$ cat config.mk
export PLATFORM = sky130hd
export DESIGN_NAME = ata_unlock_sniffer
export DESIGN_NICKNAME = d
export VERILOG_FILES = /design/src/rtl/ata_snoop_pkg.sv /design/src/rtl/ata_snoop_sync.sv /design/src/rtl/ata_snoop_decode.sv /design/src/rtl/ata_snoop_capture.sv /design/src/rtl/ata_unlock_sniffer.sv
export SDC_FILE = /design/constraint.sdc
export NUM_CORES = 1
export LEC_CHECK = 0
export BUFFER_PORTS_ARGS = -buffer_cell sky130_fd_sc_hd__buf_2
export CORE_MARGIN = 2
export CORE_UTILIZATION = 40
export DETAILED_ROUTE_END_ITERATION = 10
export HOLD_SLACK_MARGIN = 0.12
export PLACE_DENSITY = 0.59
export SETUP_SLACK_MARGIN = 0.4
export SKIP_CTS_REPAIR_TIMING = 1
export SLEW_MARGIN = 40
export SYNTH_ARGS = -nofsm -noshare
export SYNTH_HDL_FRONTEND = slang
export SYNTH_SLANG_ARGS = --single-unit
$ cat constraint.sdc
create_clock -name clk -period 2.7 [get_ports clk]
set_clock_uncertainty 0.15 [all_clocks]
set_input_delay 0.54 -clock clk [delete_from_list [all_inputs] [get_ports clk]]
set_output_delay 0.54 -clock clk [all_outputs]
set_load 0.01 [all_outputs]
$ cat src/rtl/ata_snoop_pkg.sv
package ata_snoop_pkg;

   localparam int ADDR_W = 5;
   localparam logic [2:0] DA_DATA = 3'b000;
   localparam logic [2:0] DA_CMD  = 3'b111;

   typedef enum logic [1:0] {
      RK_NONE = 2'd0,
      RK_DATA = 2'd1,
      RK_CMD  = 2'd2,
      RK_AUX  = 2'd3
   } reg_kind_e;

   typedef enum logic [1:0] {
      CAP_IDLE    = 2'd0,
      CAP_SKIP    = 2'd1,
      CAP_COLLECT = 2'd2
   } cap_state_e;

   function automatic reg_kind_e classify(input logic cs1_n, input logic cs0_n,
                                          input logic [2:0] da);
      if (cs1_n && !cs0_n) begin
         if (da == DA_DATA) return RK_DATA;
         if (da == DA_CMD)  return RK_CMD;
         return RK_AUX;
      end
      if (!cs1_n && cs0_n) return RK_AUX;
      return RK_NONE;
   endfunction

endpackage

$ cat src/rtl/ata_snoop_sync.sv
module ata_snoop_sync #(
   parameter int          W         = 8,
   parameter int          STAGES    = 2,
   parameter logic [W-1:0] RESET_VAL = '0
) (
   input  logic         clk,
   input  logic         rst_n,
   input  logic [W-1:0] d_async,
   output logic [W-1:0] d_sync
);

   initial begin
      assert (STAGES >= 2) else $error("ata_snoop_sync: STAGES must be at least 2");
      assert (W >= 1)      else $error("ata_snoop_sync: W must be positive");
   end

   logic [STAGES-1:0][W-1:0] chain_q;

   genvar gi;
   generate
      for (gi = 0; gi < STAGES; gi++) begin : g_stage
         if (gi == 0) begin : g_first
            always_ff @(posedge clk or negedge rst_n) begin
               if (!rst_n) chain_q[gi] <= RESET_VAL;
               else        chain_q[gi] <= d_async;
            end
         end else begin : g_next
            always_ff @(posedge clk or negedge rst_n) begin
               if (!rst_n) chain_q[gi] <= RESET_VAL;
               else        chain_q[gi] <= chain_q[gi-1];
            end
         end
      end
   endgenerate

   assign d_sync = chain_q[STAGES-1];

endmodule

$ cat src/rtl/ata_snoop_decode.sv
module ata_snoop_decode
   import ata_snoop_pkg::*;
#(
   parameter int DATA_W = 16
) (
   input  logic              clk,
   input  logic              rst_n,
   input  logic [DATA_W-1:0] dd_s,
   input  logic              cs1_n_s,
   input  logic              cs0_n_s,
   input  logic [2:0]        da_s,
   input  logic              diow_n_s,
   input  logic              dior_n_s,
   output logic              ev_valid,
   output reg_kind_e         ev_kind,
   output logic [ADDR_W-1:0] ev_addr,
   output logic [DATA_W-1:0] ev_data
);

   initial begin
      assert (DATA_W >= 8 && DATA_W % 8 == 0)
         else $error("ata_snoop_decode: DATA_W must be a multiple of 8");
   end

   logic              w_prev_q, r_prev_q, cs1_prev_q, cs0_prev_q;
   logic [2:0]        da_prev_q;
   logic [DATA_W-1:0] dd_prev_q;

   always_ff @(posedge clk or negedge rst_n) begin
      if (!rst_n) begin
         w_prev_q   <= 1'b1;
         r_prev_q   <= 1'b1;
         cs1_prev_q <= 1'b1;
         cs0_prev_q <= 1'b1;
         da_prev_q  <= '0;
         dd_prev_q  <= '0;
      end else begin
         w_prev_q   <= diow_n_s;
         r_prev_q   <= dior_n_s;
         cs1_prev_q <= cs1_n_s;
         cs0_prev_q <= cs0_n_s;
         da_prev_q  <= da_s;
         dd_prev_q  <= dd_s;
      end
   end

   logic              release_seen;
   reg_kind_e         kind_c;
   logic [DATA_W-1:0] narrow_c;

   assign release_seen = !w_prev_q && diow_n_s && r_prev_q;
   assign kind_c       = classify(cs1_prev_q, cs0_prev_q, da_prev_q);

   generate
      if (DATA_W > 8) begin : g_mask
         assign narrow_c = {{(DATA_W-8){1'b0}}, dd_prev_q[7:0]};
      end else begin : g_plain
         assign narrow_c = dd_prev_q;
      end
   endgenerate

   always_ff @(posedge clk or negedge rst_n) begin
      if (!rst_n) begin
         ev_valid <= 1'b0;
         ev_kind  <= RK_NONE;
         ev_addr  <= '0;
         ev_data  <= '0;
      end else begin
         ev_valid <= release_seen && (kind_c != RK_NONE);
         if (release_seen && (kind_c != RK_NONE)) begin
            ev_kind <= kind_c;
            ev_addr <= {cs1_prev_q, cs0_prev_q, da_prev_q};
            ev_data <= (kind_c == RK_DATA) ? dd_prev_q : narrow_c;
         end
      end
   end

   // one release yields exactly one event, never two in a row
   p_single_event_r10: assert property (@(posedge clk) disable iff (!rst_n)
      ev_valid |=> !ev_valid);

   // an event always carries a selected register
   p_kind_selected_r9: assert property (@(posedge clk) disable iff (!rst_n)
      ev_valid |-> ev_kind != RK_NONE);

endmodule

$ cat src/rtl/ata_snoop_capture.sv
module ata_snoop_capture
   import ata_snoop_pkg::*;
#(
   parameter int         DATA_W     = 16,
   parameter int         PW_BYTES   = 32,
   parameter int         SKIP_WORDS = 1,
   parameter bit         LOW_FIRST  = 1'b1,
   parameter logic [7:0] UNLOCK_OP  = 8'hF2
) (
   input  logic                  clk,
   input  logic                  rst_n,
   input  logic                  ev_valid,
   input  reg_kind_e             ev_kind,
   input  logic [DATA_W-1:0]     ev_data,
   output logic [PW_BYTES*8-1:0] password,
   output logic                  password_valid
);

   localparam int BPW   = DATA_W / 8;
   localparam int WORDS = PW_BYTES / BPW;
   localparam int CNT_W = $clog2(WORDS + SKIP_WORDS + 1);
   localparam cap_state_e ARM_STATE = (SKIP_WORDS == 0) ? CAP_COLLECT : CAP_SKIP;

   initial begin
      assert (PW_BYTES % BPW == 0)
         else $error("ata_snoop_capture: PW_BYTES must fill whole words");
      assert (WORDS >= 1) else $error("ata_snoop_capture: need at least one word");
      assert (SKIP_WORDS >= 0) else $error("ata_snoop_capture: SKIP_WORDS negative");
      assert (DATA_W >= 8 && DATA_W % 8 == 0)
         else $error("ata_snoop_capture: DATA_W must be a multiple of 8");
   end

   cap_state_e                     state_q;
   logic [CNT_W-1:0]               cnt_q;
   logic [WORDS-1:0][DATA_W-1:0]   buf_q;
   logic                           commit_q;
   logic [PW_BYTES*8-1:0]          assembled;

   logic is_data, is_cmd, is_op;
   assign is_data = ev_valid && (ev_kind == RK_DATA);
   assign is_cmd  = ev_valid && (ev_kind == RK_CMD);
   assign is_op   = is_cmd && (ev_data[7:0] == UNLOCK_OP);

   genvar gw, gb;
   generate
      for (gw = 0; gw < WORDS; gw++) begin : g_word
         for (gb = 0; gb < BPW; gb++) begin : g_byte
            if (LOW_FIRST) begin : g_lo
               assign assembled[(gw*BPW+gb)*8 +: 8] = buf_q[gw][gb*8 +: 8];
            end else begin : g_hi
               assign assembled[(gw*BPW+gb)*8 +: 8] = buf_q[gw][(BPW-1-gb)*8 +: 8];
            end
         end
      end
   endgenerate

   always_ff @(posedge clk or negedge rst_n) begin
      if (!rst_n) begin
         state_q  <= CAP_IDLE;
         cnt_q    <= '0;
         commit_q <= 1'b0;
      end else begin
         commit_q <= 1'b0;
         if (is_cmd) begin
            cnt_q   <= '0;
            state_q <= is_op ? ARM_STATE : CAP_IDLE;
         end else if (is_data) begin
            unique case (state_q)
               CAP_SKIP: begin
                  if (cnt_q == CNT_W'(SKIP_WORDS - 1)) begin
                     cnt_q   <= '0;
                     state_q <= CAP_COLLECT;
                  end else begin
                     cnt_q <= cnt_q + 1'b1;
                  end
               end
               CAP_COLLECT: begin
                  if (cnt_q == CNT_W'(WORDS - 1)) begin
                     cnt_q    <= '0;
                     state_q  <= CAP_IDLE;
                     commit_q <= 1'b1;
                  end else begin
                     cnt_q <= cnt_q + 1'b1;
                  end
               end
               default: ;
            endcase
         end
      end
   end

   always_ff @(posedge clk or negedge rst_n) begin
      if (!rst_n) begin
         buf_q <= '0;
      end else if (is_data && state_q == CAP_COLLECT) begin
         buf_q[cnt_q[$clog2(WORDS > 1 ? WORDS : 2)-1:0]] <= ev_data;
      end
   end

   always_ff @(posedge clk or negedge rst_n) begin
      if (!rst_n) begin
         password       <= '0;
         password_valid <= 1'b0;
      end else begin
         password_valid <= commit_q;
         if (commit_q) password <= assembled;
      end
   end

   // completion is a single-cycle pulse
   p_valid_pulse_r4: assert property (@(posedge clk) disable iff (!rst_n)
      password_valid |=> !password_valid);

   // collection index never runs past the password length
   p_cnt_range_r3: assert property (@(posedge clk) disable iff (!rst_n)
      state_q == CAP_COLLECT |-> cnt_q < CNT_W'(WORDS));

   // a foreign opcode sends the capture back to idle
   p_abort_r5: assert property (@(posedge clk) disable iff (!rst_n)
      (is_cmd && !is_op) |=> state_q == CAP_IDLE);

   // writes to other registers leave capture progress untouched
   p_aux_hold_r6: assert property (@(posedge clk) disable iff (!rst_n)
      (ev_valid && ev_kind == RK_AUX) |=> ($stable(state_q) && $stable(cnt_q)));

endmodule

$ cat src/rtl/ata_unlock_sniffer.sv
module ata_unlock_sniffer
   import ata_snoop_pkg::*;
#(
   parameter int         DATA_W      = 16,
   parameter int         PW_BYTES    = 32,
   parameter int         SKIP_WORDS  = 1,
   parameter int         SYNC_STAGES = 2,
   parameter bit         LOW_FIRST   = 1'b1,
   parameter logic [7:0] UNLOCK_OP   = 8'hF2
) (
   input  logic                  clk,
   input  logic                  rst_n,
   input  logic [DATA_W-1:0]     dd,
   input  logic                  cs0_n,
   input  logic                  cs1_n,
   input  logic [2:0]            da,
   input  logic                  diow_n,
   input  logic                  dior_n,
   output logic [PW_BYTES*8-1:0] password,
   output logic                  password_valid,
   output logic [ADDR_W-1:0]     log_addr,
   output logic [DATA_W-1:0]     log_data,
   output logic                  log_valid
);

   localparam int BUS_W = DATA_W + 7;
   localparam logic [BUS_W-1:0] BUS_IDLE = {{DATA_W{1'b0}}, 1'b1, 1'b1, 3'b000, 1'b1, 1'b1};

   logic [BUS_W-1:0]  bus_raw, bus_s;
   logic [DATA_W-1:0] dd_s;
   logic              cs1_n_s, cs0_n_s, diow_n_s, dior_n_s;
   logic [2:0]        da_s;

   assign bus_raw = {dd, cs1_n, cs0_n, da, diow_n, dior_n};
   assign {dd_s, cs1_n_s, cs0_n_s, da_s, diow_n_s, dior_n_s} = bus_s;

   ata_snoop_sync #(
      .W         (BUS_W),
      .STAGES    (SYNC_STAGES),
      .RESET_VAL (BUS_IDLE)
   ) i_sync (
      .clk     (clk),
      .rst_n   (rst_n),
      .d_async (bus_raw),
      .d_sync  (bus_s)
   );

   logic              ev_valid;
   reg_kind_e         ev_kind;
   logic [ADDR_W-1:0] ev_addr;
   logic [DATA_W-1:0] ev_data;

   ata_snoop_decode #(
      .DATA_W (DATA_W)
   ) i_decode (
      .clk      (clk),
      .rst_n    (rst_n),
      .dd_s     (dd_s),
      .cs1_n_s  (cs1_n_s),
      .cs0_n_s  (cs0_n_s),
      .da_s     (da_s),
      .diow_n_s (diow_n_s),
      .dior_n_s (dior_n_s),
      .ev_valid (ev_valid),
      .ev_kind  (ev_kind),
      .ev_addr  (ev_addr),
      .ev_data  (ev_data)
   );

   ata_snoop_capture #(
      .DATA_W     (DATA_W),
      .PW_BYTES   (PW_BYTES),
      .SKIP_WORDS (SKIP_WORDS),
      .LOW_FIRST  (LOW_FIRST),
      .UNLOCK_OP  (UNLOCK_OP)
   ) i_capture (
      .clk            (clk),
      .rst_n          (rst_n),
      .ev_valid       (ev_valid),
      .ev_kind        (ev_kind),
      .ev_data        (ev_data),
      .password       (password),
      .password_valid (password_valid)
   );

   always_ff @(posedge clk or negedge rst_n) begin
      if (!rst_n) begin
         log_addr  <= '0;
         log_data  <= '0;
         log_valid <= 1'b0;
      end else if (ev_valid) begin
         log_addr  <= ev_addr;
         log_data  <= ev_data;
         log_valid <= 1'b1;
      end
   end

   // a completed password was closed by a data-register write
   p_valid_log_r8: assert property (@(posedge clk) disable iff (!rst_n)
      password_valid |-> (log_valid && log_addr == {1'b1, 1'b0, DA_DATA}));

   // password output moves only together with the valid pulse
   p_hold_r4: assert property (@(posedge clk) disable iff (!rst_n)
      !password_valid |-> $stable(password));

   // narrow registers never log an upper byte
   p_narrow_log_r8: assert property (@(posedge clk) disable iff (!rst_n)
      (log_valid && log_addr != {1'b1, 1'b0, DA_DATA}) |-> log_data[DATA_W-1:8] == '0);

endmodule

After elaboration in Yosys (flattened, before gate mapping)
Cells that the tools add are included.
{ "classes": {"eq_ne": 10, "n_reduce_logical": 20, "bitwise": 0, "div_mod_pow": 0, "n_lt_le_gt_ge": 2, "muxes": 35, "multipliers": 0, "n_addsub": 1, "shift": 0} }
{ "ops": {"columns": ["operator", "count"], "rows": [
  ["$bwmux 256", 1],
  ["$demux 16 s4", 1],
  ["$mux 16", 2],
  ["$mux 2", 12],
  ["$mux 5", 4],
  ["$mux 1", 13],
  ["$logic_and 1x1->1", 10],
  ["$pmux 5 s2", 1],
  ["$eq 8x8->1 const B", 1],
  ["$eq 2x1->1 const B", 3],
  ["$ne 3x1->1 const B", 2],
  ["$add 5x1->5 const B", 1],
  ["$eq 5x4->1 const B", 1],
  ["$logic_not 5->1", 1],
  ["$lt 4x5->1 const B", 1],
  ["$eq 2x2->1 const B", 2],
  ["$ge 4x1->1 const B", 1],
  ["$pmux 2 s2", 1],
  ["$reduce_and 4->1", 1],
  ["$reduce_bool 2->1", 2],
  ["$eq 3x3->1 const B", 1],
  ["$logic_not 1->1", 3],
  ["$logic_not 3->1", 1],
  ["$reduce_bool 3->1", 1],
  ["$reduce_and 2->1", 1]
]} }
{ "totals": {"romBits": 0, "latch_bits": 0, "n_memories": 0, "regBits": 636, "elab_cells": 104, "ram_bits": 0, "output_inout_bits": 279} }

Depth between registers and ports, before layout
{ "depth": {"ltp_word": 13, "ltp_mapped": 8, "depth_no_buf": 6} }

Cells and area by module
From an unflattened synthesis, not the netlist that was laid out.
{ "hier_totals": {"cells_unflattened": 1378, "hier_area_um2": 23592.6} }
{ "modules_own_cells": {"columns": ["mod", "cells_each", "seq_area_each_um2", "n_inst", "area_per_inst_um2"], "rows": [
  ["ata_snoop_capture", 1170, 13037.5, 1, 19879.1],
  ["ata_snoop_decode", 93, 1181.1, 1, 1564.0],
  ["ata_snoop_sync", 69, 1161.1, 1, 1333.8],
  ["ata_unlock_sniffer", 46, 550.5, 1, 815.8]
]} }

Worst setup path after synthesis
OpenSTA, ideal clock, no wires.
{ "synth_timing": {"kind": "register -> register", "from": "register i_capture.state_q[0]", "to": "register i_capture.buf_q, in the netlist i_capture.assembled[133]", "setup_time_ns": 0.128, "slack_ns": 0.623, "n_path_buf": 2, "t_arrival_ns": 1.799, "stages_incl_launch_ff": 9, "synth_period_minus_slack_ns": 2.077, "path_cell_list": "dfrtp_1 > inv_1 > ha_1 > and4b_1 > and2_1 > buf_4 > nand2_4 > buf_2 > mux2_1"} }
{ "synth_via": {"elab_chain_cells": 2} }
{ "synth_rtl": {"columns": ["item", "line", "text"], "rows": [
  ["from (decl)", "ata_snoop_capture.sv:33", "cap_state_e state_q;"],
  ["from (signal assigned)", "ata_snoop_capture.sv:66", "state_q <= is_op ? ARM_STATE : CAP_IDLE;"],
  ["$eq 2x2->1", "ata_snoop_capture.sv:95", "end else if (is_data && state_q == CAP_COLLECT) begin"],
  ["$logic_and 1x1->1", "ata_snoop_capture.sv:95", null],
  ["to (signal, indexed assignment)", "ata_snoop_capture.sv:96", "buf_q[cnt_q[$clog2(WORDS > 1 ? WORDS : 2)-1:0]] <= ev_data;"],
  ["to (decl)", "ata_snoop_capture.sv:35", "logic [WORDS-1:0][DATA_W-1:0] buf_q;"]
]} }
No other way between the ends.
A chain may end at the register's enable or synchronous reset.

Worst setup path after layout
{ "layout_timing": {"from": "register i_capture.state_q[0]", "to": "register i_capture.buf_q, in the netlist i_capture.assembled[136]"} }
The elaborated chain is that of the path after synthesis.

==> impl_metrics.env <==
export IMPL_critPathKind="register to register"
export IMPL_wl_per_cell_microns=21.61
export IMPL_nFillCells=4956
export IMPL_wl_mm=55.18
export IMPL_gp_congestion=0.7516
export IMPL_critPathLaunchType="register"
export IMPL_tns_ps=0
export IMPL_drt_iter0_drc=521
export IMPL_switchingPower_mw=4.432
export IMPL_clock_latency_ps=600
export IMPL_layout_common_cells="615 x dfrtp_1, 424 x mux2_2, 302 x buf_2"
export IMPL_first_global_vias=13170
export IMPL_placed_cell_area_sq_um=25740
export IMPL_syn_to_final_growth_pct=21.53
export IMPL_crit_fanout=16
export IMPL_die_h_microns=245.0
export IMPL_yosysWarnings=0
export IMPL_tightest_slew_ps=783.0
export IMPL_reg2reg_depth=6
export IMPL_syn_nets=1420
export IMPL_seq_area_frac_synth_pct=68.55
export IMPL_total_power_mw=19.95
export IMPL_grt_pass1_wl_mm=84.08
export IMPL_maxCapViolCount=0
export IMPL_p_comb_share_pct=3.6
export IMPL_core_sq_um=57590
export IMPL_grt_overflow=0
export IMPL_synth_ff_type="dfrtp_1"
export IMPL_final_area_sq_um=28240
export IMPL_postSynthCellCount=1388
export IMPL_reg2reg_slack_ps=460
export IMPL_grt_max_degree=91
export IMPL_slew_viol_final=0
export IMPL_grt_use_total_pct=18.81
export IMPL_clock_path_buffers=3
export IMPL_slew_headroom_pct=47.69
export IMPL_die_area_sq_um=60040
export IMPL_cts_tree="done"
export IMPL_syn_avg_cell_area_sq_um=16.74
export IMPL_port_buffers=303
export IMPL_fin_hold_ws_ps=182.7
export IMPL_max_freq_ghz=0.4472
export IMPL_hold_viol_final=0
export IMPL_grt_met2_usage_pct=30.08
export IMPL_seqPwrFrac_pct=50.1
export IMPL_critPathArrivalTime_ps=2550
export IMPL_cts_sinks=636
export IMPL_hold_end="i_decode.dd_prev_q[0]$_DFF_PN0_"
export IMPL_leakage_nw=15.31
export IMPL_grt_busiest_layer="met2"
export IMPL_pin_count=304
export IMPL_synthesis_area_sq_um=23240
export IMPL_synth_edff_count=0
export IMPL_crit_start="i_capture.state_q[0]$_DFFE_PN0P_"
export IMPL_async_reset_ff_share_pct=100.0
export IMPL_min_from="i_sync.d_sync[7]$_DFF_PN0_"
export IMPL_synth_seq_cells=636
export IMPL_holdPathStages=0
export IMPL_final_setup_viol_count=0
export IMPL_dp_hpwl_mm=36.38
export IMPL_timing_rr_start="i_capture.state_q[0]$_DFFE_PN0P_"
export IMPL_power_density_nw_per_um2=706.5
export IMPL_drive_gt1_share_pct=50.90
export IMPL_p_int_mw=15.52
export IMPL_nets=1770
export IMPL_antenna_left=0
export IMPL_p_sw_share_pct=22.21
export IMPL_r2r_end="i_capture.assembled[136]$_DFFE_PN0P_"
export IMPL_ir_drop_mv=0.4141
export IMPL_met3_usage_pct=5.008
export IMPL_final_common_cell="dfrtp_1"
export IMPL_synth_cell_type_count=43
export IMPL_die_w_microns=245.0
export IMPL_h_tree_depth=3
export IMPL_hold_class="register to register"
export IMPL_first_pass_iters=4
export IMPL_remaining_drc_errors=0
export IMPL_worstPathRequired_ps=3020
export IMPL_cts_buffers=69
export IMPL_path_clk_slew_ps=60
export IMPL_period_needed_ps=2236
export IMPL_clkPwrFrac_pct=46.3
export IMPL_antenna_found_initial=2
export IMPL_start_util_pct=40.36
export IMPL_core_rowCount=88
export IMPL_outcome="finished, final reports clean"
export IMPL_endpoint_kind="register"
export IMPL_cts_root_buffer="clkbuf_16"
export IMPL_grt_setup_unrepaired="yes"
export IMPL_timing_final_crit_share_pct=82.81
export IMPL_num_vias=12550
export IMPL_grtUsageMet1_pct=25.14
export IMPL_viasPerCell=4.916
[worst max-delay path by stage]
| stage | endpoint | slack (ps) | cells after the start |
|---|---|---|---|
| final | i_capture.assembled[136]$_DFFE_PN0P_ | 460 | 6 |
| after global routing | i_capture.assembled[139]$_DFFE_PN0P_ | 350 | 6 |
| after CTS | i_capture.assembled[53]$_DFFE_PN0P_ | 240 | 6 |
| after detailed placement | i_capture.assembled[53]$_DFFE_PN0P_ | 260 | 6 |
| after global placement | i_capture.assembled[58]$_DFFE_PN0P_ | 300 | 6 |
| after floorplan | i_capture.assembled[133]$_DFFE_PN0P_ | 620 | 8 |
[metal layers]
metal / up-vias / share of wire [%]
met5: - / 0
met4: 0 / 2.0
met3: 70 / 5.6
met2: 266 / 49
met1: 6659 / 44
li1: 5555 / -
[logic make-up (layout without fill, tap and decap cells)]
family / after synthesis / count (layout) / synth area share, %
other cells: 0 / 2 / 0
simple gates: 97 / 97 / 2.627
compound gates: 25 / 25 / 0.7592
xor+xnor: 1 / 1 / 0.03769
buf+inv: 89 / 487 / 1.825
fa+ha+maj: 7 / 7 / 0.3769
flops: 636 / 636 / 68.55
mux: 533 / 533 / 25.83
[area by class of cell]
class,count,area [sq um],share of cell area [%]
sequential,636,15940,56.45
multi-input combinational,663,6898,24.42
timing repair buffer,361,2176,7.704
clock buffer,102,2013,7.128
tap,765,957.2,3.389
clock inverter,17,220.2,0.7797
inverter,7,30.03,0.1063
antenna,2,5.005,0.01772
[critical path: stages (launching register included)]
cell and delay, ps:
dfrtp_1 380, inv_1 90, ha_2 260, and4b_1 280
and2_2 290, nand2_4 220, mux2_1 410
[cell usage after synthesis (2+ instances only)]
cell type / count / area, sq um
a21oi_1: 5 / 25.02
a22o_1: 8 / 70.07
and2_1: 5 / 31.28
and4b_1: 2 / 20.02
buf_1: 5 / 18.77
buf_2: 9 / 45.04
buf_4: 11 / 82.58
buf_6: 5 / 56.30
clkbuf_1: 52 / 195.2
dfrtp_1: 624 / 15610
dfstp_2: 12 / 315.3
ha_1: 7 / 87.58
inv_1: 7 / 26.28
mux2_1: 109 / 1227
mux2_2: 424 / 4775
nand2_1: 44 / 165.2
nand2_2: 2 / 12.51
nand2_4: 14 / 157.7
nand3_1: 4 / 20.02
nand3b_1: 2 / 15.01
nor2_1: 5 / 18.77
nor2b_1: 4 / 25.02
nor3_1: 2 / 10.01
o21ai_0: 5 / 25.02
or3_1: 3 / 18.77
[power groups by stage]
| stage | sequential (mW) | combinational [mW] | clock [mW] |
|---|---|---|---|
| 2_1_floorplan | 10.0 | 0.251 | 0 |
| 3_3_place_gp | 10.2 | 0.722 | 0 |
| 3_5_place_dp | 10.2 | 0.735 | 0 |
| 4_1_cts | 10.0 | 0.736 | 9.53 |
| 5_1_grt | 10.0 | 0.818 | 9.97 |
| 6_report | 9.99 | 0.728 | 9.24 |
[through the flow]
step / cells / util [%] / setup WS (ps)
floorplan: 1388 / - / 623.5
global placement: 2408 / 44.69 / 298.6
detailed placement: 2408 / 44.70 / 258.7
CTS: 2527 / 48.58 / 237.8
global route: 2551 / 49.04 / 350.3
finish: 2553 / 49.05 / 464.1
[sequential cells by signal (all words and copies together), names as in the netlist, 2 cells and up]
signal,count
i_decode.ev_kind,2
i_capture.cnt_q,5
log_addr,5
i_capture.assembled,256
i_capture.password,256
i_capture.state_q,2
log_data,16
i_sync.chain_q,23
i_decode.dd_prev_q,16
i_decode.ev_addr,5
i_decode.ev_data,16
i_decode.da_prev_q,3
i_sync.d_sync,23
Note: power is estimated with default switching activity, not from simulation.
